===== config.mk =====
export PLATFORM = sky130hd
export DESIGN_NAME = slotlink_rx
export DESIGN_NICKNAME = d
export VERILOG_FILES = /design/src/rtl/slotlink_pkg.sv /design/src/rtl/slotlink_timer.sv /design/src/rtl/slotlink_capture.sv /design/src/rtl/slotlink_rx.sv
export SDC_FILE = /design/constraint.sdc
export NUM_CORES = 1
export LEC_CHECK = 0
export CELL_PAD_IN_SITES_DETAIL_PLACEMENT = 0
export CELL_PAD_IN_SITES_GLOBAL_PLACEMENT = 2
export CORE_MARGIN = 2
export CORE_UTILIZATION = 40
export CTS_CLUSTER_DIAMETER = 120
export CTS_CLUSTER_SIZE = 12
export DETAILED_ROUTE_END_ITERATION = 8
export DONT_BUFFER_PORTS = 1
export PLACE_DENSITY = 0.76
export SLEW_MARGIN = 20
export SYNTH_ARGS = -nofsm -noshare
export SYNTH_HDL_FRONTEND = slang
export SYNTH_HIERARCHICAL = 1
export SYNTH_SLANG_ARGS = --single-unit

===== constraint.sdc =====
create_clock -name clk -period 7.2 [get_ports clk]
set_clock_uncertainty 0.05 [all_clocks]
set_input_delay 1.44 -clock clk [delete_from_list [all_inputs] [get_ports clk]]
set_output_delay 1.44 -clock clk [all_outputs]
set_load 0.02 [all_outputs]

===== src/rtl/slotlink_pkg.sv =====
// Package: default geometry of the serial audio frame.
// Assumes the tag word carries one frame-valid bit plus one flag per slot.
package slotlink_pkg;
    localparam int TAG_W     = 16;
    localparam int SLOT_W    = 20;
    localparam int NUM_SLOTS = 12;
endpackage


===== src/rtl/slotlink_timer.sv =====
// Module: frame position tracker.
// Detects the rising edge of the frame marker, counts bits, slots and
// positions inside a slot, and flags marker faults (sticky).
// Assumes all inputs are launched on the rising clock edge; samples on falling.
module slotlink_timer #(
    parameter int TAG_W     = 16,
    parameter int SLOT_W    = 20,
    parameter int NUM_SLOTS = 12,
    localparam int SIX_W    = $clog2(NUM_SLOTS)
) (
    input  logic             clk,
    input  logic             rst_n,
    input  logic             sync,
    output logic             active,
    output logic             in_tag,
    output logic             tag_last,
    output logic             slot_end,
    output logic             frame_last,
    output logic [SIX_W-1:0] slot_ix,
    output logic             sync_err
);
    localparam int FRAME_BITS = TAG_W + NUM_SLOTS * SLOT_W;
    localparam int CNT_W      = $clog2(FRAME_BITS);
    localparam int POS_W      = $clog2(SLOT_W);
    localparam logic [CNT_W-1:0] TAG_END_C   = CNT_W'(TAG_W - 1);
    localparam logic [CNT_W-1:0] FRAME_END_C = CNT_W'(FRAME_BITS - 1);
    localparam logic [POS_W-1:0] POS_END_C   = POS_W'(SLOT_W - 1);
    localparam logic [SIX_W-1:0] SIX_END_C   = SIX_W'(NUM_SLOTS - 1);

    logic             sync_q;
    logic             locked;
    logic [CNT_W-1:0] cnt;
    logic [POS_W-1:0] pos;
    logic [SIX_W-1:0] six;
    logic             rise;
    logic [CNT_W-1:0] cur;
    logic             bad;

    // Current bit index: zero on a marker edge, else the running count.
    always_comb begin
        rise       = sync & ~sync_q;
        active     = locked | rise;
        cur        = rise ? '0 : cnt;
        in_tag     = (cur <= TAG_END_C);
        tag_last   = active && (cur == TAG_END_C);
        frame_last = active && (cur == FRAME_END_C);
        slot_end   = (pos == POS_END_C);
        slot_ix    = six;
        bad        = locked && (rise ? (cnt != '0) : (sync != in_tag));
    end

    // Advance the counters; restart them on every marker edge.
    always_ff @(negedge clk) begin
        if (!rst_n) begin
            sync_q   <= 1'b0;
            locked   <= 1'b0;
            cnt      <= '0;
            pos      <= '0;
            six      <= '0;
            sync_err <= 1'b0;
        end else begin
            sync_q <= sync;
            if (rise) locked <= 1'b1;
            if (bad) sync_err <= 1'b1;
            if (rise) begin
                cnt <= CNT_W'(1);
                pos <= '0;
                six <= '0;
            end else if (locked) begin
                cnt <= (cnt == FRAME_END_C) ? '0 : cnt + CNT_W'(1);
                if (!in_tag) begin
                    if (slot_end) begin
                        pos <= '0;
                        six <= (six == SIX_END_C) ? '0 : six + SIX_W'(1);
                    end else begin
                        pos <= pos + POS_W'(1);
                    end
                end
            end
        end
    end

    AST_RESTART_ON_EDGE: assert property (@(negedge clk) disable iff (!rst_n)
        rise |=> (cnt == CNT_W'(1)));
    AST_SYNC_ERR_STICKY: assert property (@(negedge clk) disable iff (!rst_n)
        sync_err |=> sync_err);
    AST_SLOT_IN_RANGE: assert property (@(negedge clk) disable iff (!rst_n)
        (six <= SIX_END_C) && (pos <= POS_END_C));
endmodule


===== src/rtl/slotlink_capture.sv =====
// Module: serial-to-parallel capture.
// Shifts the tag and slot bits in MSB first, stores finished slot words,
// and checks that untagged slots carry only zeros (sticky flag).
// Assumes position strobes from the timer refer to the bit sampled now.
module slotlink_capture #(
    parameter int TAG_W     = 16,
    parameter int SLOT_W    = 20,
    parameter int NUM_SLOTS = 12,
    localparam int SIX_W    = $clog2(NUM_SLOTS),
    localparam int FW       = NUM_SLOTS * SLOT_W
) (
    input  logic             clk,
    input  logic             rst_n,
    input  logic             sdata,
    input  logic             active,
    input  logic             in_tag,
    input  logic             tag_last,
    input  logic             slot_end,
    input  logic [SIX_W-1:0] slot_ix,
    output logic [TAG_W-1:0] tag_cur,
    output logic [FW-1:0]    words_now,
    output logic             stuff_err
);
    logic [TAG_W-2:0]  tag_sh;
    logic [SLOT_W-2:0] sh;
    logic [SLOT_W-1:0] word_now;
    logic [SLOT_W-1:0] acc [NUM_SLOTS-1];
    logic [NUM_SLOTS-1:0] slot_tag;
    logic              stuff_bad;

    // Word completed by the bit sampled now, and the tag flag of the slot.
    always_comb begin
        word_now  = {sh, sdata};
        stuff_bad = active && !in_tag && sdata && !slot_tag[slot_ix];
    end

    genvar gi;
    generate
        for (gi = 0; gi < NUM_SLOTS; gi++) begin : g_flag
            assign slot_tag[gi] = tag_cur[TAG_W-2-gi];
            if (gi == NUM_SLOTS - 1) begin : g_last
                assign words_now[gi*SLOT_W +: SLOT_W] = word_now;
            end else begin : g_held
                assign words_now[gi*SLOT_W +: SLOT_W] = acc[gi];
            end
        end
    endgenerate

    // Shift bits in and latch the tag and finished slot words.
    always_ff @(negedge clk) begin
        if (!rst_n) begin
            tag_sh    <= '0;
            sh        <= '0;
            tag_cur   <= '0;
            stuff_err <= 1'b0;
            for (int i = 0; i < NUM_SLOTS - 1; i++) acc[i] <= '0;
        end else if (active) begin
            if (stuff_bad) stuff_err <= 1'b1;
            if (in_tag) begin
                tag_sh <= {tag_sh[TAG_W-3:0], sdata};
                if (tag_last) tag_cur <= {tag_sh, sdata};
            end else begin
                sh <= word_now[SLOT_W-2:0];
                if (slot_end) begin
                    for (int i = 0; i < NUM_SLOTS - 1; i++)
                        if (slot_ix == SIX_W'(i)) acc[i] <= word_now;
                end
            end
        end
    end

    AST_STUFF_STICKY: assert property (@(negedge clk) disable iff (!rst_n)
        stuff_err |=> stuff_err);
    AST_TAG_HELD: assert property (@(negedge clk) disable iff (!rst_n)
        !tag_last |=> $stable(tag_cur));
endmodule


===== src/rtl/slotlink_rx.sv =====
// Module: serial audio frame receiver (top).
// Ties the position tracker to the capture path and registers the frame
// outputs, gating each slot with its tag flag and the frame-valid bit.
// Assumes a single bit clock; everything is sampled on its falling edge.
module slotlink_rx #(
    parameter int TAG_W     = slotlink_pkg::TAG_W,
    parameter int SLOT_W    = slotlink_pkg::SLOT_W,
    parameter int NUM_SLOTS = slotlink_pkg::NUM_SLOTS
) (
    input  logic                        clk,
    input  logic                        rst_n,
    input  logic                        sync_i,
    input  logic                        sdata_i,
    output logic                        frame_done_o,
    output logic [TAG_W-1:0]            tag_o,
    output logic [NUM_SLOTS*SLOT_W-1:0] slot_data_o,
    output logic [NUM_SLOTS-1:0]        slot_valid_o,
    output logic                        sync_err_o,
    output logic                        stuff_err_o
);
    localparam int SIX_W = $clog2(NUM_SLOTS);
    localparam int FW    = NUM_SLOTS * SLOT_W;

    logic             active, in_tag, tag_last, slot_end, frame_last;
    logic [SIX_W-1:0] slot_ix;
    logic [TAG_W-1:0] tag_cur;
    logic [FW-1:0]    words_now;
    logic [NUM_SLOTS-1:0] vld_now;
    logic [FW-1:0]    gated_now;

    slotlink_timer #(.TAG_W(TAG_W), .SLOT_W(SLOT_W), .NUM_SLOTS(NUM_SLOTS)) timer_i (
        .clk(clk), .rst_n(rst_n), .sync(sync_i), .active(active), .in_tag(in_tag),
        .tag_last(tag_last), .slot_end(slot_end), .frame_last(frame_last),
        .slot_ix(slot_ix), .sync_err(sync_err_o)
    );

    slotlink_capture #(.TAG_W(TAG_W), .SLOT_W(SLOT_W), .NUM_SLOTS(NUM_SLOTS)) capture_i (
        .clk(clk), .rst_n(rst_n), .sdata(sdata_i), .active(active), .in_tag(in_tag),
        .tag_last(tag_last), .slot_end(slot_end), .slot_ix(slot_ix),
        .tag_cur(tag_cur), .words_now(words_now), .stuff_err(stuff_err_o)
    );

    genvar gi;
    generate
        for (gi = 0; gi < NUM_SLOTS; gi++) begin : g_gate
            assign vld_now[gi] = tag_cur[TAG_W-1] & tag_cur[TAG_W-2-gi];
            assign gated_now[gi*SLOT_W +: SLOT_W] =
                vld_now[gi] ? words_now[gi*SLOT_W +: SLOT_W] : '0;
            AST_GATED_ZERO: assert property (@(negedge clk) disable iff (!rst_n)
                !slot_valid_o[gi] |-> (slot_data_o[gi*SLOT_W +: SLOT_W] == '0));
        end
    endgenerate

    // Present the whole frame at once after its last bit.
    always_ff @(negedge clk) begin
        if (!rst_n) begin
            frame_done_o <= 1'b0;
            tag_o        <= '0;
            slot_data_o  <= '0;
            slot_valid_o <= '0;
        end else begin
            frame_done_o <= frame_last;
            if (frame_last) begin
                tag_o        <= tag_cur;
                slot_data_o  <= gated_now;
                slot_valid_o <= vld_now;
            end
        end
    end

    AST_DONE_ONE_CYCLE: assert property (@(negedge clk) disable iff (!rst_n)
        frame_done_o |=> !frame_done_o);
    AST_TAG_WITH_DONE: assert property (@(negedge clk) disable iff (!rst_n)
        !$stable(tag_o) |-> frame_done_o);
    AST_FRAME_VALID_GATE: assert property (@(negedge clk) disable iff (!rst_n)
        !tag_o[TAG_W-1] |-> (slot_valid_o == '0));
endmodule


==> results.yml <==
power_and_ir_drop:
  p_leak_nw: 10.5
  peakVddDrop_mv: 0.172
  p_seq_share_pct: 47.3
  power_density_nw_per_um2: 273
  internal_power_w: 0.00515
  swShare_pct: 28.5
  p_clk_share_pct: 51.6
  power_w: 0.00720
  switching_power_w: 0.00205
  comb_power_share_pct: 1.1
floorplan:
  die_w_um: 240
  rows: 86
  die_h_um: 240
  initial_utilization_pct: 40.5
  core_area_sq_um: 55100
  num_io_pins: 275
  dieArea_sq_um: 57600
synth:
  yosysTopAreaCellShare_pct: 30.5
  synth_top_cell_by_area: "dfxtp_1"
  ys_types: 50
  ys.flop_type: "dfxtp_1"
  synth_area_sq_um: 22300
  ys_warn_count: 6
  synth_area_per_cell_sq_um: 10.7
  synth_seq_cells: 560
  synthArstFlopShare_pct: 0
  synth_nets: 2088
  ys_seq_area_share_pct: 60.2
  synth-edff-count: 220
  synth_top_cells_by_area: "dfxtp_1 (31%), edfxtp_1 (30%), nand2b_1 (7.2%)"
  syn-instance-count: 2080
routing:
  routed_via_density: 5.17
  firstDrtPassIters: 5
  drc: 0
  vias: 17100
  wire_per_inst_um: 20.1
  drtIter0Drc: 1097
  antenna_left: 0
  drt-total-wl_um: 66200
clock_network:
  tritoncts: "done"
  insertion_delay_ps: 640
  hold_buffers: 0
  htreeDepth: 2
  numClockSinks: 560
  clock-root-buffer: "clkbuf_16"
  cts_resized: 0
  cts-buffers-inserted: 52
  cts_buffer_depth: 3
  path_clk_slew_ps: 40
  cts_setup_buffers: 0
place:
  place_ws_ps: 221
  port_buffers: 0
  place.gp.congestion: 0.743
  post-place-cells: 2686
  place_area_sq_um: 22900
  place_hpwl_um: 38600
finish:
  fillerInstances: 5311
  nNetsFinal: 2557
  seq_area_sq_um: 13400
  layout-drive-gt1-share_pct: 5.33
  num_antenna_cells: 0
  stdcell_count: 3299
  design_area_sq_um: 26300
  multi_input_area_sq_um: 7750
  area_delta_synth_final_pct: 18.1
hold_path:
  hp-class: "reg -> reg"
worst_setup_path:
  cp_common_cell: "nand2b_1"
  critPathKind: "in -> reg"
  path_max_fanout: 20
  crit_path_top_delay_cell: "nor2b_2"
  startpoint_type: "primary input"
  cp.arrival_ps: 3080
  cpPeakStageDelay_ps: 540
  crit_buf_inv: 1
  crit_family: "simple AND/OR/NAND/NOR gates"
  endpoint_kind: "flop"
  crit_chain: "nand2b_1 > nand2b_1 > nor2b_2 > nand4_1 > nand2_1 > buf_12"
  required_ps: 3880
outcome:
  status: "complete, no violations"
sta:
  setup_viol: 0
  slew_headroom_pct: 25.2
  maxSlewViolCount: 0
  worst-slew-pin-transition_ps: 1120
  rsz0062_at_grt: "false"
  finalSetupTns_ps: 0
  layout_setup_ws_ps: 802
  hold_viol_final: 0
flow_run:
  maxCapViolations: 0
global_routing:
  grt_pass1_wl_um: 99400
  track_usage_pct: 22.6
  antenna_found_initial: 1
  grt_pass1_vias: 17600
  overflow: 0
  grt_max_degree: 360
==> through the flow <==
step | utilization (%) | hold WS (ps)
3_3_place_gp | 41.5 | 385
3_5_place_dp | 41.5 | 398
6_report | 47.8 | 412
4_1_cts | 47.8 | 410
2_1_floorplan | - | 390
5_1_grt | 47.8 | 427
==> routing by layer <==
layer  share of wire, %  vias up  track usage, %
met2                 48      565            35.3
met3                8.3       74            9.83
met4                1.6        0            9.66
li1                   -     8155               -
met1                 42     8256            27.2
met5                  0        -               0
==> sequential cells by signal, indices dropped and copies added (netlist names) <==
register             count
capture_i/acc          220
capture_i/sh            19
capture_i/stuff_err      1
capture_i/tag_cur       16
capture_i/tag_sh        15
frame_done_o             1
slot_data_o            240
slot_valid_o            12
tag_o                   16
timer_i/cnt              8
timer_i/locked           1
timer_i/pos              5
timer_i/slot_ix          4
timer_i/sync_err         1
timer_i/sync_q           1
==> area by class of cell <==
cell class	instances	area share (%)
Clock buffer	54	5.13
Clock inverter	562	8.07
Inverter	24	0.342
Multi-Input combinational cell	1286	29.4
Sequential cell	560	51.0
Tap cell	748	3.55
Timing Repair Buffer	65	2.52
==> power groups by stage <==
| stage | registers, W | clock network [W] | logic (W) |
|---|---|---|---|
| after floorplan | 0.00344 | 0.000468 | 0.0000767 |
| after global placement | 0.00345 | 0.000468 | 0.0000756 |
| after detailed placement | 0.00345 | 0.000468 | 0.0000775 |
| after CTS | 0.00341 | 0.00387 | 0.0000779 |
| after global routing | 0.00340 | 0.00421 | 0.0000838 |
| final | 0.00341 | 0.00371 | 0.0000780 |
==> placed cells by master (no fill, tap or decap), types with 2 or more instances in the layout <==
cell type    n
clkbuf_16   54
nand2_1    139
mux2i_1     19
nand2b_1   256
nor2_1     214
nand3b_1     4
nor2b_1     21
nor4_1       2
nand4_1    251
nand3_1     21
xnor2_1      2
buf_4       51
ha_1         4
mux4_2       2
edfxtp_1   220
and3_1       3
nor3_1       2
o21ai_0      2
dfxtp_1    338
buf_12      14
inv_1      584
xor2_1       9
a21boi_0   111
a21oi_1      4
a21boi_1   190
and2_1       6
==> cell families after synthesis <==
| family | synth area share [%] |
|---|---|
| compound gates | 10.7 |
| mux | 1.11 |
| xor+xnor | 0.432 |
| fa+ha+maj | 0.225 |
| simple gates | 22.2 |
| buf+inv | 5.10 |
| flops | 60.2 |
==> worst reg2reg max path: stages (launching register included) <==
cell and delay, ps:
dfxtp_1 650, and3_1 320, nand3_1 140, nor3_2 320
buf_12 260, buf_4 390, nand4_1 200, a21boi_1 190
==> final timing paths <==
check                      start              endpoint  slack (ps)  cells after the start
max                       sync_i  capture_i/acc[6][10]         800                      6
max reg2reg       timer_i/locked       slot_data_o[67]        4610                      7
min reg2reg  capture_i/tag_sh[5]  capture_i/tag_cur[6]         410                      2
min          capture_i/tag_sh[5]  capture_i/tag_cur[6]         410                      2
==> cell usage after synthesis, types with 19 or more instances <==
library cell and number:
buf_2 51, nand2_1 139, inv_1 27, a21boi_1 190, nor2b_1 22, a21boi_0 111
nand3_1 21, buf_1 22, nor2_1 214, buf_6 24, clkbuf_1 106, nand4_1 251
dfxtp_1 340, mux2i_1 19, nand2b_1 256, edfxtp_1 220
(Power assumes the default switching activity.)
